$ cat src/rtl/eif_pkg.sv
package eif_pkg;
    typedef enum logic [1:0] {
        SENSE_LOW  = 2'b00,
        SENSE_FALL = 2'b01,
        SENSE_RISE = 2'b10,
        SENSE_BOTH = 2'b11
    } sense_t;

    typedef enum logic {
        ARM_IDLE  = 1'b0,
        ARM_READY = 1'b1
    } arm_t;

    localparam int STAT_ADDR = 0;
    localparam int SNS_BASE  = 1;
endpackage

$ cat src/rtl/eif_sync.sv
module eif_sync #(
    parameter logic RST_VAL = 1'b1
) (
    input  logic clk,
    input  logic rst_n,
    input  logic din,
    output logic dout
);
    logic meta_q;
    logic sync_q;

    always_ff @(posedge clk or negedge rst_n) begin
        if (!rst_n) begin
            meta_q <= RST_VAL;
            sync_q <= RST_VAL;
        end else begin
            meta_q <= din;
            sync_q <= meta_q;
        end
    end

    assign dout = sync_q;
endmodule

$ cat src/rtl/eif_channel.sv
module eif_channel
    import eif_pkg::*;
(
    input  logic   clk,
    input  logic   rst_n,
    input  logic   pin_s,
    input  sense_t sense,
    input  logic   inhibit,
    input  logic   ack,
    input  logic   rd_stat,
    input  logic   wr_stat,
    input  logic   wbit,
    output logic   flag
);
    logic prev_q;
    logic set_cond;
    logic hw_clr;
    logic sw_clr;
    arm_t arm_q;
    arm_t arm_d;

    always_ff @(posedge clk or negedge rst_n) begin
        if (!rst_n) prev_q <= 1'b1;
        else        prev_q <= pin_s;
    end

    always_comb begin
        set_cond = 1'b0;
        unique case (sense)
            SENSE_LOW:  set_cond = !pin_s;
            SENSE_FALL: set_cond = prev_q && !pin_s;
            SENSE_RISE: set_cond = !prev_q && pin_s;
            SENSE_BOTH: set_cond = prev_q ^ pin_s;
        endcase
    end

    assign hw_clr = ack && !inhibit && ((sense != SENSE_LOW) || pin_s);

    // read-before-write tracker: state register
    always_ff @(posedge clk or negedge rst_n) begin
        if (!rst_n) arm_q <= ARM_IDLE;
        else        arm_q <= arm_d;
    end

    // read-before-write tracker: transitions
    always_comb begin
        arm_d = arm_q;
        unique case (arm_q)
            ARM_IDLE:  if (rd_stat && !wr_stat && flag) arm_d = ARM_READY;
            ARM_READY: if (wr_stat) arm_d = ARM_IDLE;
        endcase
    end

    // read-before-write tracker: output
    always_comb begin
        sw_clr = 1'b0;
        unique case (arm_q)
            ARM_IDLE:  sw_clr = 1'b0;
            ARM_READY: sw_clr = wr_stat && !wbit;
        endcase
    end

    always_ff @(posedge clk or negedge rst_n) begin
        if (!rst_n)                flag <= 1'b0;
        else if (set_cond)         flag <= 1'b1;
        else if (sw_clr || hw_clr) flag <= 1'b0;
    end

    a_r10_set_wins: assert property (@(posedge clk) disable iff (!rst_n)
        set_cond |=> flag);
    a_r5_write_one_keeps: assert property (@(posedge clk) disable iff (!rst_n)
        (flag && wr_stat && wbit && !ack) |=> flag);
    a_r6_unarmed_keeps: assert property (@(posedge clk) disable iff (!rst_n)
        (flag && wr_stat && arm_q == ARM_IDLE && !ack) |=> flag);
    a_r7_edge_ack_clears: assert property (@(posedge clk) disable iff (!rst_n)
        (flag && ack && !inhibit && sense != SENSE_LOW && !set_cond) |=> !flag);
    a_r8_low_pin_keeps: assert property (@(posedge clk) disable iff (!rst_n)
        (flag && ack && sense == SENSE_LOW && !pin_s && !wr_stat) |=> flag);
    a_r9_inhibit_keeps: assert property (@(posedge clk) disable iff (!rst_n)
        (flag && ack && inhibit && !wr_stat) |=> flag);
endmodule

$ cat src/rtl/eif_regs.sv
module eif_regs
    import eif_pkg::*;
#(
    parameter int              NUM_CH   = 8,
    parameter int              ADDR_W   = 3,
    parameter logic [NUM_CH-1:0] INH_MASK = 8'hF0
) (
    input  logic                  clk,
    input  logic                  rst_n,
    input  logic                  bus_rd,
    input  logic                  bus_wr,
    input  logic [ADDR_W-1:0]     bus_addr,
    input  logic [NUM_CH-1:0]     bus_wdata,
    input  logic [NUM_CH-1:0]     flags,
    output logic [NUM_CH-1:0]     bus_rdata,
    output logic [2*NUM_CH-1:0]   sense,
    output logic [NUM_CH-1:0]     enable,
    output logic [NUM_CH-1:0]     inhibit,
    output logic                  rd_stat,
    output logic                  wr_stat
);
    localparam int SNS_BYTES = NUM_CH / 4;
    localparam logic [ADDR_W-1:0] A_STAT = ADDR_W'(STAT_ADDR);
    localparam logic [ADDR_W-1:0] A_EN   = ADDR_W'(SNS_BASE + SNS_BYTES);
    localparam logic [ADDR_W-1:0] A_INH  = ADDR_W'(SNS_BASE + SNS_BYTES + 1);

    assign rd_stat = bus_rd && (bus_addr == A_STAT);
    assign wr_stat = bus_wr && (bus_addr == A_STAT);

    always_ff @(posedge clk or negedge rst_n) begin
        if (!rst_n) begin
            sense   <= '0;
            enable  <= '0;
            inhibit <= '0;
        end else if (bus_wr) begin
            if (bus_addr == A_EN)  enable  <= bus_wdata;
            if (bus_addr == A_INH) inhibit <= bus_wdata & INH_MASK;
            for (int k = 0; k < SNS_BYTES; k++) begin
                if (bus_addr == ADDR_W'(SNS_BASE + k)) sense[8*k +: 8] <= bus_wdata[7:0];
            end
        end
    end

    always_comb begin
        bus_rdata = '0;
        if (bus_rd) begin
            if (bus_addr == A_STAT)     bus_rdata = flags;
            else if (bus_addr == A_EN)  bus_rdata = enable;
            else if (bus_addr == A_INH) bus_rdata = inhibit;
            else begin
                for (int k = 0; k < SNS_BYTES; k++) begin
                    if (bus_addr == ADDR_W'(SNS_BASE + k)) bus_rdata[7:0] = sense[8*k +: 8];
                end
            end
        end
    end

    a_r9_inhibit_masked: assert property (@(posedge clk) disable iff (!rst_n)
        (bus_wr && bus_addr == A_INH) |=> ((inhibit & ~INH_MASK) == '0));
endmodule

$ cat src/rtl/ext_irq_flags.sv
module ext_irq_flags
    import eif_pkg::*;
#(
    parameter int                NUM_CH   = 8,
    parameter int                ADDR_W   = 3,
    parameter logic [NUM_CH-1:0] INH_MASK = 8'hF0
) (
    input  logic              clk,
    input  logic              rst_n,
    input  logic [NUM_CH-1:0] irq_pin,
    input  logic              bus_rd,
    input  logic              bus_wr,
    input  logic [ADDR_W-1:0] bus_addr,
    input  logic [NUM_CH-1:0] bus_wdata,
    output logic [NUM_CH-1:0] bus_rdata,
    input  logic [NUM_CH-1:0] irq_ack,
    output logic [NUM_CH-1:0] irq_out
);
    logic [NUM_CH-1:0]   pin_s;
    logic [NUM_CH-1:0]   flags;
    logic [2*NUM_CH-1:0] sense;
    logic [NUM_CH-1:0]   enable;
    logic [NUM_CH-1:0]   inhibit;
    logic                rd_stat;
    logic                wr_stat;

    eif_regs #(.NUM_CH(NUM_CH), .ADDR_W(ADDR_W), .INH_MASK(INH_MASK)) u_regs (
        .clk(clk), .rst_n(rst_n),
        .bus_rd(bus_rd), .bus_wr(bus_wr), .bus_addr(bus_addr), .bus_wdata(bus_wdata),
        .flags(flags), .bus_rdata(bus_rdata),
        .sense(sense), .enable(enable), .inhibit(inhibit),
        .rd_stat(rd_stat), .wr_stat(wr_stat)
    );

    for (genvar n = 0; n < NUM_CH; n++) begin : g_ch
        eif_sync #(.RST_VAL(1'b1)) u_sync (
            .clk(clk), .rst_n(rst_n), .din(irq_pin[n]), .dout(pin_s[n])
        );
        eif_channel u_chan (
            .clk(clk), .rst_n(rst_n), .pin_s(pin_s[n]),
            .sense(sense_t'(sense[2*n +: 2])), .inhibit(inhibit[n]),
            .ack(irq_ack[n]), .rd_stat(rd_stat), .wr_stat(wr_stat),
            .wbit(bus_wdata[n]), .flag(flags[n])
        );
    end

    assign irq_out = flags & enable;

    a_r11_out_needs_enable: assert property (@(posedge clk) disable iff (!rst_n)
        ((irq_out & ~enable) == '0));
endmodule

$ cat config.mk
export PLATFORM = sky130hd
export DESIGN_NAME = ext_irq_flags
export DESIGN_NICKNAME = d
export VERILOG_FILES = /design/src/rtl/eif_pkg.sv /design/src/rtl/eif_sync.sv /design/src/rtl/eif_channel.sv /design/src/rtl/eif_regs.sv /design/src/rtl/ext_irq_flags.sv
export SDC_FILE = /design/constraint.sdc
export NUM_CORES = 1
export LEC_CHECK = 0
export ABC_AREA = 1
export ABC_CLOCK_PERIOD_IN_PS = 3400
export BUFFER_PORTS_ARGS = -buffer_cell sky130_fd_sc_hd__buf_4
export CORE_ASPECT_RATIO = 1.25
export CORE_UTILIZATION = 23
export DETAILED_ROUTE_END_ITERATION = 8
export GPL_TIMING_DRIVEN = 1
export HOLD_SLACK_MARGIN = 0.1
export PLACE_DENSITY = 0.37
export SYNTH_ARGS = -nofsm -noshare
export SYNTH_HDL_FRONTEND = slang
export SYNTH_SLANG_ARGS = --single-unit
$ cat constraint.sdc
create_clock -name clk -period 3.4 [get_ports clk]
set_input_delay 0.68 -clock clk [delete_from_list [all_inputs] [get_ports clk]]
set_output_delay 0.68 -clock clk [all_outputs]
set_load 0.05 [all_outputs]
=== Word level (Yosys, flattened, before mapping) ===
Cells that the tools add are included.

* Input port bits: 31
* Flip-flop bits (word level): 68
* Logic and storage cells: 265
* Output and inout port bits: 16

* Equal/unequal tests: 28
* Bitwise logic cells: 17
* Reduce and logical (&&, ||, !) cells: 121
* Muxes and demuxes: 55

{| class="wikitable"
|+ Operators by type and width
! operator !! count
|-
| 2-to-1 mux 8 bit || 6
|-
| logical AND 1 bit || 47
|-
| equality test 2 bit (second input constant) || 16
|-
| case mux 1 bit (2 select lines) || 16
|-
| case mux 1 bit (4 select lines) || 8
|-
| nonzero test 2 bit || 16
|-
| zero test 1 bit || 29
|-
| 2-to-1 mux 1 bit || 25
|-
| equality test 2 x 1 -> 1 bit (second input constant) || 8
|-
| zero test 2 bit || 8
|-
| logical OR 1 bit || 16
|-
| AND 8 bit || 1
|-
| NOT 1 bit || 8
|-
| AND reduction 2 bit || 4
|-
| XOR 1 bit || 8
|-
| equality test 3 x 2 -> 1 bit (second input constant) || 2
|-
| equality test 3 x 1 -> 1 bit (second input constant) || 1
|-
| equality test 3 bit (second input constant) || 1
|-
| zero test 3 bit || 1
|}

=== Logic depth before layout (Yosys ltp) ===
* Depth in word-level cells: 7
* Depth in mapped cells: 8
* Depth with buffers taken out: 8

=== By module ===
Synthesis repeated with hierarchy kept, for this count alone.

* Cells, all modules: 416
* Area total of the unflattened synthesis: 3474.6 um2

{| class="wikitable"
|+ Modules (own cells, without submodules)
! module !! area each (um2) !! seq. area each (um2) !! cells an instance !! times used
|-
| eif_regs || 1542.7 || 700.7 || 192 || 1
|-
| eif_channel || 181.4 || 76.3 || 24 || 8
|-
| eif_sync || 52.6 || 52.6 || 2 || 8
|-
| ext_irq_flags || 60.1 || 0.0 || 16 || 1
|}

=== Worst setup path before layout ===
No wires, ideal clock.

* Kind: input to output
* Start: input port bus_addr[1]
* End: output port bus_rdata[4]
* Stages: 8
* Required time: 2.720 ns
* Arrival: 1.905 ns
* Slack: 0.815 ns
* Path buffers: 0
* Cells stage by stage: inv_2 nor2_4 nand2_2 clkinv_2 nand2_1 nand2_1 inv_1 a21oi_1

* Longest elaborated chain between the ends: 7
* Elaborated cells on any way between the ends: 11
* Those cells by class: eq/ne: 4; mux: 6; reduce/logical: 1

{| class="wikitable"
|+ Ends and longest elaborated chain
! what !! RTL line !! source
|-
| start: declaration || ext_irq_flags.sv:13 || <nowiki>input logic [ADDR_W-1:0] bus_addr,</nowiki>
|-
| equality test 3 x 1 -> 1 bit || eif_regs.sv:52 || <nowiki>if (bus_addr == ADDR_W'(SNS_BASE + k)) bus_rdata[7:0] = sense[8*k +: 8];</nowiki>
|-
| 2-to-1 mux 8 bit (2 in a row) || eif_regs.sv:52 ||
|-
| 2-to-1 mux 8 bit || eif_regs.sv:49 || <nowiki>else if (bus_addr == A_INH) bus_rdata = inhibit;</nowiki>
|-
| 2-to-1 mux 8 bit || eif_regs.sv:48 || <nowiki>else if (bus_addr == A_EN) bus_rdata = enable;</nowiki>
|-
| 2-to-1 mux 8 bit (*) || eif_regs.sv:47 || <nowiki>if (bus_addr == A_STAT) bus_rdata = flags;</nowiki>
|-
| 2-to-1 mux 8 bit (*) || eif_regs.sv:46 || <nowiki>if (bus_rd) begin</nowiki>
|-
| end: declaration || ext_irq_flags.sv:15 || <nowiki>output logic [NUM_CH-1:0] bus_rdata,</nowiki>
|}

Every way passes the cells marked *; elsewhere a longest branch is shown, timed or not.

=== Final worst setup path ===
* Start: input port bus_addr[2]
* End: output port bus_rdata[7]

The elaborated chain is that of the path after synthesis.

==> results_dict.tcl <==
set metrics [dict create \
    fin_setup_tns_ns 0 \
    muxShareOfSynthArea_pct 0 \
    cts_resized 0 \
    wl_per_cell_um 14.0 \
    ios 47 \
    final_common_cell "nand2_1" \
    skew_ns 0.00588 \
    numClockSinks 68 \
    antenna_found_initial 0 \
    synth-adder-area-share_pct 5.99 \
    synth_top_family_by_area "simple AND/OR/NAND/NOR gates" \
    syn_inst 380 \
    power.leakage_nw 2.07 \
    viasPerCell 4.14 \
    yosys_warnings 0 \
    hold_violations 0 \
    total_power_mw 2.47 \
    synth_fp_nets 427 \
    drt-total-wl_um 8550 \
    setup_viol 0 \
    cts_tree "yes" \
    dp_hpwl_um 6240 \
    avgSynthCellArea_um2 8.79 \
    path_clk_slew_ns 0.05 \
    row_count 48 \
    grt_max_degree 69 \
    end_kind "output port" \
    cts-buffers-inserted 9 \
    antenna_left 0 \
    max_freq_mhz 364 \
    cp.arrival_ns 2.07 \
    root_buffer "clkbuf_16" \
    rsz0062_at_grt "no" \
    crit_slowest_cell "nor2_2" \
    die_area_um2 15000 \
    synthSimpleGateAreaFrac_pct 19.8 \
    path_cells "buf_4, inv_1, nand2_2, nor2_2, nand2_1, nand2_1, buf_4" \
    postCtsHoldBufs 0 \
    grt_pass1_vias 2722 \
    worstPathRequired_ns 2.72 \
    cts_buffer_depth 2 \
    hold_path.class "flip-flop to flip-flop" \
    path_class "input pin to output port" \
    synthXorXnorAreaFrac_pct 0 \
    layout-drive-gt1-share_pct 25.9 \
    grtUsageTotal_pct 13.1 \
    synth_cell_type_count 24 \
    final_cell_mix "nand2_1 (100), inv_1 (61), buf_4 (46)" \
    grt_pass1_wl_um 14000 \
    worstPathMaxFanout 15 \
    htreeDepth 3 \
    vdd_drop_max_v 0.000237 \
    gp_congestion 0.802 \
    synth_compound_area_share_pct 13.8 \
    dr_total_vias 2535 \
    die-width_um 110 \
    relSlewSlack_pct 39.7 \
    yosys_register_bits 68 \
    io_buffers 46 \
    fin_crit_ns 2.75 \
    cap_violations 0 \
    num-nets-final 479 \
    status "finished, final reports clean" \
    critPathLaunchType "input pin" \
    drt_iter0_markers 78 \
    tightest_slew_ns 0.905 \
    start_util_pct 23.9 \
    crit_path_start "bus_addr[2]" \
    clock_latency_ns 0.34 \
    grt-ovfl-total 0 \
    synth.yosys.seq_area_share_pct 51.8 \
    finalMaxSlewViolations 0 \
    min_from "g_ch[3].u_sync.meta_q" \
    die_h_um 137 \
    area_growth_syn_to_layout_pct 24.1 \
    r2r-start "g_ch[2].u_sync.dout" \
    max_stage_delay_ns 0.46 \
    firstDrtPassIters 4 \
    post-route-period-util_pct 80.9 \
    power_density_nw_per_um2 597 \
    num_antenna_cells 0 \
    synthesis.area_um2 3340 \
    fp.coreArea_um2 14000 \
    cts_setup_buffers 0 \
    drcViolationCount 0 \
]
-- Yosys cell counts (all sizes together) --
cell type	n	area, um^2
o211ai	4	30.0
inv	62	233
ha	16	200
nand4	2	12.5
o21ai	60	360
buf	5	48.8
nand2	106	423
dfrtp	44	1100
dfstp	24	631
clkinv	1	5.00
a21oi	14	70.1
nor3	3	26.3
nand3	18	95.1
nor2	21	106
-- worst paths after layout --
| path | end | slack (ns) | cells after the start |
|---|---|---|---|
| max | bus_rdata[7] | 0.65 | 7 |
| min | g_ch[3].u_sync.dout | 0.35 | 0 |
| max reg2reg | g_ch[2].u_chan.flag | 2.05 | 6 |
| min reg2reg | g_ch[3].u_sync.dout | 0.35 | 0 |
| max in group asynchronous | g_ch[1].u_chan.flag | 2.34 | 1 |
| min in group asynchronous | g_ch[7].u_chan.flag | 0.46 | 1 |
-- metrics by stage --
step	cells	worst slack [ns]	hold WS [ns]	area, um^2	utilization [%]
6_report	612	0.650	0.354	4150	29.6
3_3_place_gp	596	0.704	0.346	3860	27.6
4_1_cts	612	0.622	0.354	4150	29.6
2_1_floorplan	380	0.815	0.345	3340	-
5_1_grt	612	0.498	0.359	4150	29.6
3_5_place_dp	596	0.616	0.347	3860	27.6
-- worst max-delay path, delay by kind of cell --
kind                   cells  cell delay, ns
and+or+nand+nor            4            0.92
buffers and inverters      3            0.46
-- layout make-up --
class / instances / area [um^2]
flip-flops and latches: 68 / 1730
repair buffers: 46 / 345
fillers: 1486 / 9850
clock inverters: 2 / 35.0
clock buffers: 14 / 254
inverters: 63 / 238
well taps: 175 / 219
multi-input cells: 244 / 1320
-- flip-flops by register name, summed over array words and instances (netlist names) --
name and cells:
u_regs.inhibit 4, g_ch.u_chan.flag 8, g_ch.u_sync.dout 8, u_regs.enable 8
u_regs.sense 16, g_ch.u_chan.prev_q 8, g_ch.u_chan.arm_q 8, g_ch.u_sync.meta_q 8
-- cell families (layout without fill, tap and decap cells) --
kind of cell | after synthesis | in the layout
flip-flops | 68 | 68
buffers and inverters | 68 | 125
AO/OA/AOI/OAI | 78 | 78
AND/OR/NAND/NOR | 150 | 150
adder cells (fa/ha/maj) | 16 | 16
-- routing by layer --
layer  part of all wire (%)  track usage (%)  wire, um  vias to the layer above
met5                      0                0         0                        -
met4                    2.6             6.74       220                        0
met3                    4.0             3.95       341                       14
li1                       -                -         -                     1305
met2                     47             20.6      4060                       48
met1                     46             16.0      3930                     1168
-- where the power goes --
part           switching, mW  leakage (nW)  internal, mW
clock network          0.342         0.141         0.587
logic                  0.297          1.14         0.171
registers              0.125         0.788         0.953
Note: power is estimated with default switching activity, not from simulation.
